<file path="src/rtl/pinchg_pkg.sv">
package pinchg_pkg;
    typedef enum logic {
        FLG_CLEAR   = 1'b0,
        FLG_PENDING = 1'b1
    } flag_state_e;
endpackage

</file>
<file path="src/rtl/pinchg_sync.sv">
module pinchg_sync #(
    parameter int WIDTH  = 16,
    parameter int STAGES = 2
) (
    input  logic             clk,
    input  logic             rst_n,
    input  logic [WIDTH-1:0] async_in,
    output logic [WIDTH-1:0] sync_out
);
    logic [STAGES-1:0][WIDTH-1:0] chain_q;

    generate
        for (genvar s = 0; s < STAGES; s++) begin : g_stage
            always_ff @(posedge clk or negedge rst_n) begin
                if (!rst_n) begin
                    chain_q[s] <= '0;
                end else if (s == 0) begin
                    chain_q[s] <= async_in;
                end else begin
                    chain_q[s] <= chain_q[(s == 0) ? 0 : s-1];
                end
            end
        end
    endgenerate

    assign sync_out = chain_q[STAGES-1];
endmodule

</file>
<file path="src/rtl/pinchg_group.sv">
module pinchg_group
    import pinchg_pkg::*;
#(
    parameter int WIDTH = 8
) (
    input  logic             clk,
    input  logic             rst_n,
    input  logic [WIDTH-1:0] pin_s,
    input  logic [WIDTH-1:0] mask,
    input  logic             clr_wr,
    input  logic             ack,
    output logic             flag
);
    flag_state_e state_q, state_d;
    logic [WIDTH-1:0] prev_q;
    logic             change;
    logic             clear;

    // The previous level is tracked whatever the mask, so that enabling
    // a pin later cannot make an old change look new.
    always_ff @(posedge clk or negedge rst_n) begin
        if (!rst_n) prev_q <= '0;
        else        prev_q <= pin_s;
    end

    assign change = |((pin_s ^ prev_q) & mask);
    assign clear  = clr_wr | ack;

    always_ff @(posedge clk or negedge rst_n) begin
        if (!rst_n) state_q <= FLG_CLEAR;
        else        state_q <= state_d;
    end

    always_comb begin
        state_d = state_q;
        unique case (state_q)
            FLG_CLEAR:   if (change)          state_d = FLG_PENDING;
            FLG_PENDING: if (clear && !change) state_d = FLG_CLEAR;
            default:                          state_d = FLG_CLEAR;
        endcase
    end

    always_comb begin
        flag = (state_q == FLG_PENDING);
    end

    a_r7_set_wins: assert property (@(posedge clk) disable iff (!rst_n)
        change |=> flag);
    a_r5_clear_drops: assert property (@(posedge clk) disable iff (!rst_n)
        (clr_wr && !change) |=> !flag);
    a_r6_ack_drops: assert property (@(posedge clk) disable iff (!rst_n)
        (ack && !change) |=> !flag);
    a_r3_rise_needs_change: assert property (@(posedge clk) disable iff (!rst_n)
        $rose(flag) |-> $past(change));
endmodule

</file>
<file path="src/rtl/pinchg_irq_top.sv">
module pinchg_irq_top #(
    parameter int          NUM_GROUPS  = 2,
    parameter int          GROUP_WIDTH = 8,
    parameter int          SYNC_STAGES = 2,
    parameter int          DATA_W      = 8,
    parameter int          ADDR_W      = 8,
    parameter logic [7:0]  ADDR_FLAG   = 8'h3B,
    parameter logic [7:0]  ADDR_CTRL   = 8'h68,
    parameter logic [7:0]  ADDR_MASK0  = 8'h6B
) (
    input  logic                              clk,
    input  logic                              rst_n,
    input  logic [NUM_GROUPS*GROUP_WIDTH-1:0] pins,
    input  logic                              gie,
    input  logic [NUM_GROUPS-1:0]             ack,
    input  logic [ADDR_W-1:0]                 bus_addr,
    input  logic                              bus_wr,
    input  logic [DATA_W-1:0]                 bus_wdata,
    output logic [DATA_W-1:0]                 bus_rdata,
    output logic [NUM_GROUPS-1:0]             irq
);
    localparam int PIN_W = NUM_GROUPS * GROUP_WIDTH;

    logic [PIN_W-1:0]       pin_s;
    logic [GROUP_WIDTH-1:0] mask_q [NUM_GROUPS];
    logic [NUM_GROUPS-1:0]  en_q;
    logic [NUM_GROUPS-1:0]  flag;
    logic                   flag_wr;

    assign flag_wr = bus_wr && (bus_addr == ADDR_W'(ADDR_FLAG));

    pinchg_sync #(
        .WIDTH  (PIN_W),
        .STAGES (SYNC_STAGES)
    ) u_sync (
        .clk      (clk),
        .rst_n    (rst_n),
        .async_in (pins),
        .sync_out (pin_s)
    );

    always_ff @(posedge clk or negedge rst_n) begin
        if (!rst_n)
            en_q <= '0;
        else if (bus_wr && bus_addr == ADDR_W'(ADDR_CTRL))
            en_q <= bus_wdata[NUM_GROUPS-1:0];
    end

    generate
        for (genvar g = 0; g < NUM_GROUPS; g++) begin : g_grp
            localparam logic [ADDR_W-1:0] MADDR = ADDR_W'(ADDR_MASK0) + ADDR_W'(g);

            always_ff @(posedge clk or negedge rst_n) begin
                if (!rst_n)
                    mask_q[g] <= '0;
                else if (bus_wr && bus_addr == MADDR)
                    mask_q[g] <= bus_wdata[GROUP_WIDTH-1:0];
            end

            pinchg_group #(
                .WIDTH (GROUP_WIDTH)
            ) u_group (
                .clk    (clk),
                .rst_n  (rst_n),
                .pin_s  (pin_s[g*GROUP_WIDTH +: GROUP_WIDTH]),
                .mask   (mask_q[g]),
                .clr_wr (flag_wr && bus_wdata[g]),
                .ack    (ack[g]),
                .flag   (flag[g])
            );
        end
    endgenerate

    always_comb begin
        bus_rdata = '0;
        if (bus_addr == ADDR_W'(ADDR_FLAG))
            bus_rdata[NUM_GROUPS-1:0] = flag;
        if (bus_addr == ADDR_W'(ADDR_CTRL))
            bus_rdata[NUM_GROUPS-1:0] = en_q;
        for (int g = 0; g < NUM_GROUPS; g++) begin
            if (bus_addr == ADDR_W'(ADDR_MASK0) + ADDR_W'(g))
                bus_rdata[GROUP_WIDTH-1:0] = mask_q[g];
        end
    end

    assign irq = flag & en_q & {NUM_GROUPS{gie}};

    a_r4_gie_blocks: assert property (@(posedge clk) disable iff (!rst_n)
        !gie |-> (irq == '0));
    a_r10_flag_reserved: assert property (@(posedge clk) disable iff (!rst_n)
        (bus_addr == ADDR_W'(ADDR_FLAG)) |-> (bus_rdata[DATA_W-1:NUM_GROUPS] == '0));
    a_r6_ack_irq_off: assert property (@(posedge clk) disable iff (!rst_n)
        (ack[0] && $stable(pin_s)) |=> !irq[0]);
endmodule

</file>
<file path="config.mk">
export PLATFORM = sky130hd
export DESIGN_NAME = pinchg_irq_top
export DESIGN_NICKNAME = d
export VERILOG_FILES = /design/src/rtl/pinchg_pkg.sv /design/src/rtl/pinchg_sync.sv /design/src/rtl/pinchg_group.sv /design/src/rtl/pinchg_irq_top.sv
export SDC_FILE = /design/constraint.sdc
export NUM_CORES = 1
export LEC_CHECK = 0
export BUFFER_PORTS_ARGS = -buffer_cell sky130_fd_sc_hd__buf_2
export CAP_MARGIN = 30
export CORE_ASPECT_RATIO = 0.6
export CORE_UTILIZATION = 48
export CTS_CLUSTER_DIAMETER = 80
export DETAILED_ROUTE_END_ITERATION = 10
export PLACE_DENSITY = 0.86
export SYNTH_ARGS = -nofsm -noshare
export SYNTH_HDL_FRONTEND = slang
export SYNTH_SLANG_ARGS = --single-unit
</file>
<file path="constraint.sdc">
create_clock -name clk -period 1.05 [get_ports clk]
set_clock_uncertainty 0.05 [all_clocks]
set_input_delay 0.0525 -clock clk [delete_from_list [all_inputs] [get_ports clk]]
set_output_delay 0.0525 -clock clk [all_outputs]
set_load 0.01 [all_outputs]
</file>
# Yosys cells after proc, flatten, opt, wreduce, memory -nomap -nowiden
# Index checks and enable logic that the tools add are counted.
word_totals:
  word_cells: 45
  regBits: 68
op_classes:
  reduce_logical: 12
  n_bitwise: 10
  n_eq_ne: 4
  muxes: 10
op_table:
  columns: ["operator", "count"]
  rows:
  - ["$eq A8 B7 Y1 const B", 3]
  - ["$and A8 B8 Y8", 2]
  - ["$mux W8", 2]
  - ["$reduce_or A8 Y1", 2]
  - ["$xor A8 B8 Y8", 2]
  - ["$eq A8 B6 Y1 const B", 1]
  - ["$logic_and A1 B1 Y1", 8]
  - ["$and A2 B2 Y2", 2]
  - ["$mux W1", 4]
  - ["$mux W2", 2]
  - ["$pmux W1 S2", 2]
  - ["$logic_not A1 Y1", 2]
  - ["$not A1 Y1", 2]
  - ["$or A1 B1 Y1", 2]

# Logic depth before layout (Yosys ltp)
# Gate-level depths: netlist of the first run.
depth:
  word_depth: 7
  ltp_mapped: 4
  depth_no_buf: 4

# Modules after synthesis
# A second synthesis of the first run with hierarchy kept.
unflattened:
  hier_cells: 175
  hier_area_um2: 2610.0
modules_own_cells:
  columns: ["mod", "cells_per_inst", "instances", "area_each_um2", "seq_area_each_um2"]
  rows:
  - ["pinchg_irq_top", 81, 1, 998.5, 450.4]
  - ["pinchg_sync", 48, 1, 920.9, 800.8]
  - ["pinchg_group", 23, 2, 345.3, 225.2]

# Worst setup path before layout of the first run
# Ideal clock, no wire load.
synth_path:
  path_kind: "in2reg"
  startpoint: "input bus_addr[7]"
  endpoint: "register mask_q[0] (netlist name)"
  path_slack_ns: -0.273
  t_arrival_ns: 1.149
  path_stages: 4
  setup_ns: 0.125
  path_cell_list: "nand4bb_4 > nor4_4 > nand2_4 > mux2_2"
synth_via:
  elab_chain_cells: 2
synth_rtl:
  columns: ["element", "line_no", "source"]
  rows:
  - ["from (decl)", "pinchg_irq_top.sv:16", "input logic [ADDR_W-1:0] bus_addr,"]
  - ["$eq A8 B7 Y1", "pinchg_irq_top.sv:56", "else if (bus_wr && bus_addr == MADDR)"]
  - ["$logic_and A1 B1 Y1", "pinchg_irq_top.sv:56", null]
  - ["to (signal, indexed assignment)", "pinchg_irq_top.sv:57", "mask_q[g] <= bus_wdata[GROUP_WIDTH-1:0];"]
  - ["to (decl)", "pinchg_irq_top.sv:25", "logic [GROUP_WIDTH-1:0] mask_q [NUM_GROUPS];"]
# No other way between the ends.
# A chain may end at the register's enable or synchronous reset.

# Worst setup path in the final report of the first run
layout_path:
  startpoint: "register g_grp[1].u_group.prev_q[7]"
  endpoint: "register g_grp[1].u_group.state_q"
layout_via:
  elab_chain_cells: 7
  elab_cells_between_ends: 8
  classes_between: "mux: 3; bitwise: 2; reduce/logical: 3"
layout_rtl:
  columns: ["element", "line_no", "source"]
  rows:
  - ["from (decl)", "pinchg_group.sv:15", "logic [WIDTH-1:0] prev_q;"]
  - ["from (signal assigned)", "pinchg_group.sv:23", "else prev_q <= pin_s;"]
  - ["$xor A8 B8 Y8 (*)", "pinchg_group.sv:26", "assign change = |((pin_s ^ prev_q) & mask);"]
  - ["$and A8 B8 Y8 (*)", "pinchg_group.sv:26", null]
  - ["$reduce_or A8 Y1 (*)", "pinchg_group.sv:26", null]
  - ["$logic_not A1 Y1", "pinchg_group.sv:38", "FLG_PENDING: if (clear && !change) state_d = FLG_CLEAR;"]
  - ["$logic_and A1 B1 Y1", "pinchg_group.sv:38", null]
  - ["$mux W1", "pinchg_group.sv:38", null]
  - ["$pmux W1 S2 (*)", "pinchg_group.sv:36", "unique case (state_q)"]
  - ["net g_grp[1].u_group.state_d", "pinchg_group.sv:14", "flag_state_e state_q, state_d;"]
  - ["to (signal assigned)", "pinchg_group.sv:31", "else state_q <= state_d;"]
  - ["to (decl)", "pinchg_group.sv:14", null]
# Mark *: on every way through the listed nets, which the timed path passes. The rest lies on a longest branch.

==> impl_metrics.tcl, run 1 <==
set metrics [dict create \
    status "finished with violations" \
    violations "negative setup slack" \
    setup_viol 16 \
    synth_largest_type_area_fraction_pct 70.8 \
    utilization_pct 80.3 \
    cts.clk_slew.worst_paths_ns 0.07 \
    worst_pin_slew_ns 0.339 \
    required_ns 1.23 \
    seqPwrFrac_pct 52.2 \
    synth_mux_area_share_pct 8.43 \
    synth_xor_area_share_pct 5.83 \
    grt_pass1_wl_um 8510 \
    setup.worst_path.end_class "flip-flop" \
    syn_area_sq_mm 0.00240 \
    dr.pass1.iters 4 \
    fp-row-count 19 \
    htreeDepth 3 \
    placed_area_sq_mm 0.00292 \
    crit_type "reg -> reg" \
    grt_pass1_vias 1763 \
    root_buffer "clkbuf_8" \
    hold_viol 0 \
    period_minus_slack_ns 1.36 \
    fp.dieW_um 93.4 \
    rsz0062_at_grt "true" \
    power_density_mw_per_mm2 1450 \
    power.share.clock_pct 37.5 \
    power_mw 5.47 \
    synth_top_family_by_area "multiplexers" \
    drc_errors 0 \
    hold_class "in -> reg" \
    gr-usage-all-layers_pct 23.0 \
    numCtsBuffers 9 \
    p_sw_mw 1.22 \
    syn_to_final_growth_pct 56.4 \
    design_area_sq_mm 0.00376 \
    max_cap_viol_count 0 \
    io_buffers 47 \
    dp_slack_ns -0.375 \
    avgRoutedWirePerCell_um 15.7 \
    cp_max_fo 1 \
    worst_slack_ns -0.311 \
    cts.sink_count 68 \
    cts_tree "yes" \
    ant_nets 0 \
    yosys.area_share.simple_pct 7.03 \
    synthCells 147 \
    ys_seq_area_share_pct 70.8 \
    vias 1663 \
    n_antenna_cell 0 \
    final_common_cell "dfrtp_1" \
    drt-total-wl_um 5400 \
    p_sw_share_pct 22.3 \
    maxSlewViolCount 0 \
    syn_nets 185 \
    clk_path_buf_depth 2 \
    synth_warnings 0 \
    synth_fa_ha_area_share_pct 0 \
    final_layout_size_suffix_gt1_share_pct 52.1 \
    place_congestion 0.806 \
    intPower_mw 4.25 \
    relSlewSlack_pct 77.4 \
    fmax_ghz 0.735 \
    cp.arrival_ns 1.54 \
    whs_ns 0.0947 \
    clk_latency_ns 0.34 \
    drtIter0Drc 87 \
    fin_nets 316 \
    ir_drop_uv 1550 \
    comb_power_share_pct 10.3 \
    leakagePower_nw 1.85 \
    start_util_pct 51.3 \
    die-area_sq_mm 0.00530 \
    final_cell_mix "dfrtp_1, buf_2, buf_4" \
    syn-mean-instance-area_sq_um 16.4 \
    avgViaCountPerCell 4.82 \
    ioPinCount 48 \
    place_hpwl_um 3100 \
    die_h_um 56.8 \
    post-route-period-util_pct 130 \
    ys_ff_latch 68 \
    synth-compound-area-share_pct 7.60 \
    yosys.area.top_type "dfrtp_1" \
    synth.distinct_cells 23 \
    startpoint_type "flip-flop" \
    antenna_found_initial 0 \
    grt_max_degree 69 \
    fill_cells 246 \
    placeableCoreArea_sq_mm 0.00468 \
    overflow 0 \
    synthTopCellsByArea "dfrtp_1, mux2_2, xor2_1, a22oi_1, a22o_2" \
]
## worst max-delay path, cell delays in order, from the launching register on
cell and delay [ns]:
dfrtp_1 0.38, xor2_1 0.17, a22oi_1 0.22, nand4_1 0.18, a31o_2 0.25
## synth_stat cells
master	instances
nand2_4	1
nand4b_1	1
inv_1	2
a21oi_1	4
and3_1	2
and4bb_2	1
nand4bb_1	1
a22oi_1	10
mux2_2	18
and4b_1	1
nand4_1	2
o21ai_0	2
dfrtp_1	68
nor4_4	1
nand2_2	1
nand3_1	3
nand2_1	1
a31o_2	2
xor2_1	16
nor4b_1	1
a22o_2	6
nand4bb_4	1
nor2_1	2
## logic make-up after synthesis
logic type,count (synthesis)
DFF,68
AOI/OAI and AO/OA,24
buffers and inverters,2
and+or+nand+nor,19
xor gates and xnor gates,16
muxes,18
## what timing repair did
item	4_1_cts	5_1_grt
hold endpoints to repair	104	0
gates cloned	0	0
setup buffers	18	5
setup endpoints to repair	18	28
resized for setup	28	16
hold buffers	27	0
pin swaps	14	5
## per-layer routing
metal / track usage [%] / up-vias / wire [um]
met4: 6.81 / 0 / 53
met2: 35.9 / 54 / 2540
met3: 9.35 / 8 / 363
met5: 0 / - / 0
li1: - / 800 / -
met1: 30.0 / 801 / 2440
## path summary, 6_finish.rpt
| check | start | slack (ns) | endpoint | depth (start not counted) |
|---|---|---|---|---|
| min in group asynchronous | rst_n | 0.22 | g_grp[1].u_group.prev_q[2] | 3 |
| min | bus_wr | 0.09 | g_grp[1].u_group.flag | 3 |
| min reg2reg | u_sync.chain_q[10] | 0.30 | u_sync.sync_out[10] | 0 |
| max reg2reg | g_grp[1].u_group.prev_q[7] | -0.31 | g_grp[1].u_group.flag | 4 |
| max | g_grp[1].u_group.prev_q[7] | -0.31 | g_grp[1].u_group.flag | 4 |
| max in group asynchronous | rst_n | 0.47 | u_sync.sync_out[7] | 3 |
## stage by stage
step	cells	TNS, ns
detailed placement	281	-8.22
finish	345	-2.97
floorplan	147	-4.46
CTS	341	-2.93
global route	345	-3.71
global placement	281	-7.29
## power groups by stage
stage | clock [mW] | sequential (mW) | combinational, mW
final | 2.05 | 2.85 | 0.564
after global placement | 0 | 2.89 | 0.363
after CTS | 2.11 | 2.85 | 0.521
after detailed placement | 0 | 2.90 | 0.373
after floorplan | 0 | 2.88 | 0.134
after global routing | 2.23 | 2.87 | 0.604
## state kept, by name, summed over array words and instances, names as in the netlist
register,count
en_q,2
g_grp.u_group.flag,2
u_sync.sync_out,16
g_grp.u_group.prev_q,16
u_sync.chain_q,16
mask_q,16
## layout make-up
cell class	instances	area, sq um	area share [%]
well taps	63	78.8	2.10
repair buffers	120	967	25.7
inverters	2	7.51	0.200
flip-flops and latches	68	1700	45.3
multi-input cells	77	812	21.6
clock buffers	11	141	3.76
clock inverters	4	50.0	1.33
No activity file was read; power rests on OpenSTA's default activity.
==> run 2: changes to the inputs <==
- ABC_AREA: unset -> 1
- CORE_UTILIZATION: 48 -> 49
==> run 2 against run 1 <==
Compared with the run above: largest power group unchanged; sequential share of layout area decreased by 0.15 points; power fell by 1.4%; highest routed layer unchanged; hold slack lost 0.029 ns; first-iteration DRC count up 47%; worst setup slack better by 0.14 ns; die area up 7.8%; the flow still finishes with violations (negative setup slack); critical path type is now reg -> out; area after synthesis grew 10%; largest cell class unchanged.
==> impl_metrics.tcl, run 2 <==
set metrics [dict create \
    yosys.area.top_type "dfrtp_1" \
    post-route-period-util_pct 116 \
    synth_largest_type_area_fraction_pct 64.2 \
    cp_num_buf_inv 1 \
    critPathCapture "bus_rdata[1]" \
    vias 2136 \
    syn-mean-instance-area_sq_um 10.2 \
    synthCells 261 \
    fin_cells 444 \
    relSlewSlack_pct 76.9 \
    crit_type "reg -> out" \
    startpoint_type "flip-flop" \
    syn_nets 299 \
    final_cell_mix "dfrtp_1, nand2_1, buf_2" \
    cts_tree "yes" \
    final_common_cell "dfrtp_1" \
    cp_max_fo 3 \
    clk_path_buf_depth 2 \
    drt-total-wl_um 5730 \
    rrSetupSlack_ns -0.09 \
    ioPinCount 48 \
    io_buffers 47 \
    fp.dieW_um 97.0 \
    max_cap_viol_count 0 \
    dp_slack_ns -0.0738 \
    regToRegEndpoint "g_grp[1].u_group.flag" \
    fp-row-count 20 \
    htreeDepth 3 \
    synth_mux_area_share_pct 0 \
    setup_viol 12 \
    avgRoutedWirePerCell_um 12.9 \
    gr-usage-all-layers_pct 21.0 \
    fin_nets 412 \
    path_cells "nand3_1 > nand4_1 > buf_2" \
    post-place-cells 384 \
    die_h_um 59.0 \
    async_flop_share_pct 100 \
    hold_class "in -> reg" \
    ant_nets 0 \
    cp_slowest_cell "dfrtp_1" \
    avgViaCountPerCell 4.81 \
    leakagePower_nw 1.93 \
    status "finished with violations" \
    placeableCoreArea_sq_mm 0.00513 \
    crit_start "en_q[1]" \
    fmax_ghz 0.822 \
    rr_startpoint "mask_q[0]" \
    cp_top_family "flip-flops" \
    cp_num_cells 3 \
    ys_top_cells_by_count "nand2_1, dfrtp_1, nor2_1, inv_1, nand3_1" \
    numCtsBuffers 9 \
    violations "negative setup slack" \
    ys_ff_latch 68 \
    synthTopCellsByArea "dfrtp_1, nand2_1, nor2_1, o21ai_2, inv_1" \
    synth_warnings 0 \
    ys.flop_type "dfrtp_1" \
    start_util_pct 51.7 \
    syn_area_sq_mm 0.00265 \
    ys_seq_area_share_pct 64.2 \
    place_congestion 0.820 \
    overflow 0 \
    ir_drop_uv 1020 \
    root_buffer "clkbuf_8" \
    place_hpwl_um 3440 \
    final_layout_size_suffix_gt1_share_pct 36.5 \
    synth-compound-area-share_pct 5.66 \
    clk_latency_ns 0.34 \
    cts.clk_slew.worst_paths_ns 0.06 \
    antenna_found_initial 0 \
    required_ns 0.95 \
    synth-edff-count 0 \
    grt_max_degree 50 \
    yosysMostFrequentCell "nand2_1" \
    grt_pass1_vias 2034 \
    worst_pin_slew_ns 0.344 \
    n_antenna_cell 0 \
    hold_viol 0 \
    synth_fa_ha_area_share_pct 0 \
    dr.pass1.iters 5 \
    die-area_sq_mm 0.00572 \
    worst_slack_ns -0.167 \
    syn_to_final_growth_pct 42.2 \
    period_minus_slack_ns 1.22 \
    power_density_mw_per_mm2 1430 \
    cpPeakStageDelay_ns 0.40 \
    drc_errors 0 \
    grt_pass1_wl_um 8910 \
    drtIter0Drc 128 \
    cp.arrival_ns 1.11 \
    rsz0062_at_grt "true" \
    yosys.area_share.simple_pct 26.1 \
    maxSlewViolCount 0 \
    synth.distinct_cells 17 \
    ff2ff_path_depth 7 \
    synth_xor_area_share_pct 0 \
    setup.worst_path.end_class "primary output" \
    synth_top_family_by_area "simple AND/OR/NAND/NOR gates" \
    cts.sink_count 68 \
]
run 2: worst min path at each step:
stage | slack (ns) | end | startpoint | cells after the start
floorplan | -0.29 | en_q[0] | rst_n | 0
global placement | 0.02 | u_sync.chain_q[14] | rst_n | 2
detailed placement | 0.02 | u_sync.chain_q[15] | rst_n | 2
CTS | 0.04 | g_grp[1].u_group.flag | bus_wr | 4
global route | 0.09 | g_grp[0].u_group.flag | bus_wr | 4
finish | 0.07 | g_grp[0].u_group.flag | bus_wr | 4
run 2: cell families after synthesis:
kind of cell           count (synthesis)
AO/OA/AOI/OAI                         18
buffers and inverters                 25
flip-flops                            68
AND/OR/NAND/NOR                      150
run 2: routing by layer:
metal	share of wire [%]	GRT usage (%)	vias up
met5	0	0	-
met4	1.0	4.90	0
met3	6.2	9.32	7
met2	50	35.6	76
met1	43	25.2	1009
li1	-	-	1044
run 2: area by class of cell:
class,instances,area (sq um)
clock buffer,14,183
clock inverter,1,5.00
fill,343,1360
inverter,23,86.3
multi-input combinational,168,913
sequential,68,1700
tap,66,82.6
timing repair buffer,104,800
run 2: repair_timing:
| action | 4_1_cts | 5_1_grt |
|---|---|---|
| buffers inserted | 12 | 7 |
| endpoints found under the hold margin | 101 | 0 |
| hold buffers | 27 | 0 |
| resized for setup | 12 | 18 |
| pin swaps | 27 | 13 |
| setup endpoints to repair | 11 | 12 |
run 2: worst register-to-register path, delay by kind of cell, from the launching register on:
| family | cells | cell delay (ns) |
|---|---|---|
| and+or+nand+nor | 6 | 0.43 |
| DFF | 1 | 0.40 |
| buffers and inverters | 1 | 0.15 |
run 2: metrics by stage:
step / instance area (sq um) / TNS, ns / power [mW] / hold WS (ns) / util (%)
floorplan: 2650 / 0 / 3.07 / -0.293 / -
global placement: 3060 / -0.471 / 3.27 / 0.0155 / 59.7
detailed placement: 3060 / -1.00 / 3.30 / 0.0194 / 59.7
CTS: 3650 / -0.998 / 5.39 / 0.0447 / 71.1
global route: 3770 / -1.76 / 5.65 / 0.0898 / 73.5
finish: 3770 / -1.04 / 5.39 / 0.0662 / 73.5
run 2: report_power, final:
part	leakage (nW)	total, mW	switching (mW)	internal (mW)
combinational	1.00	0.565	0.272	0.293
clock	0.0986	1.96	0.859	1.10
sequential	0.833	2.87	0.0946	2.77
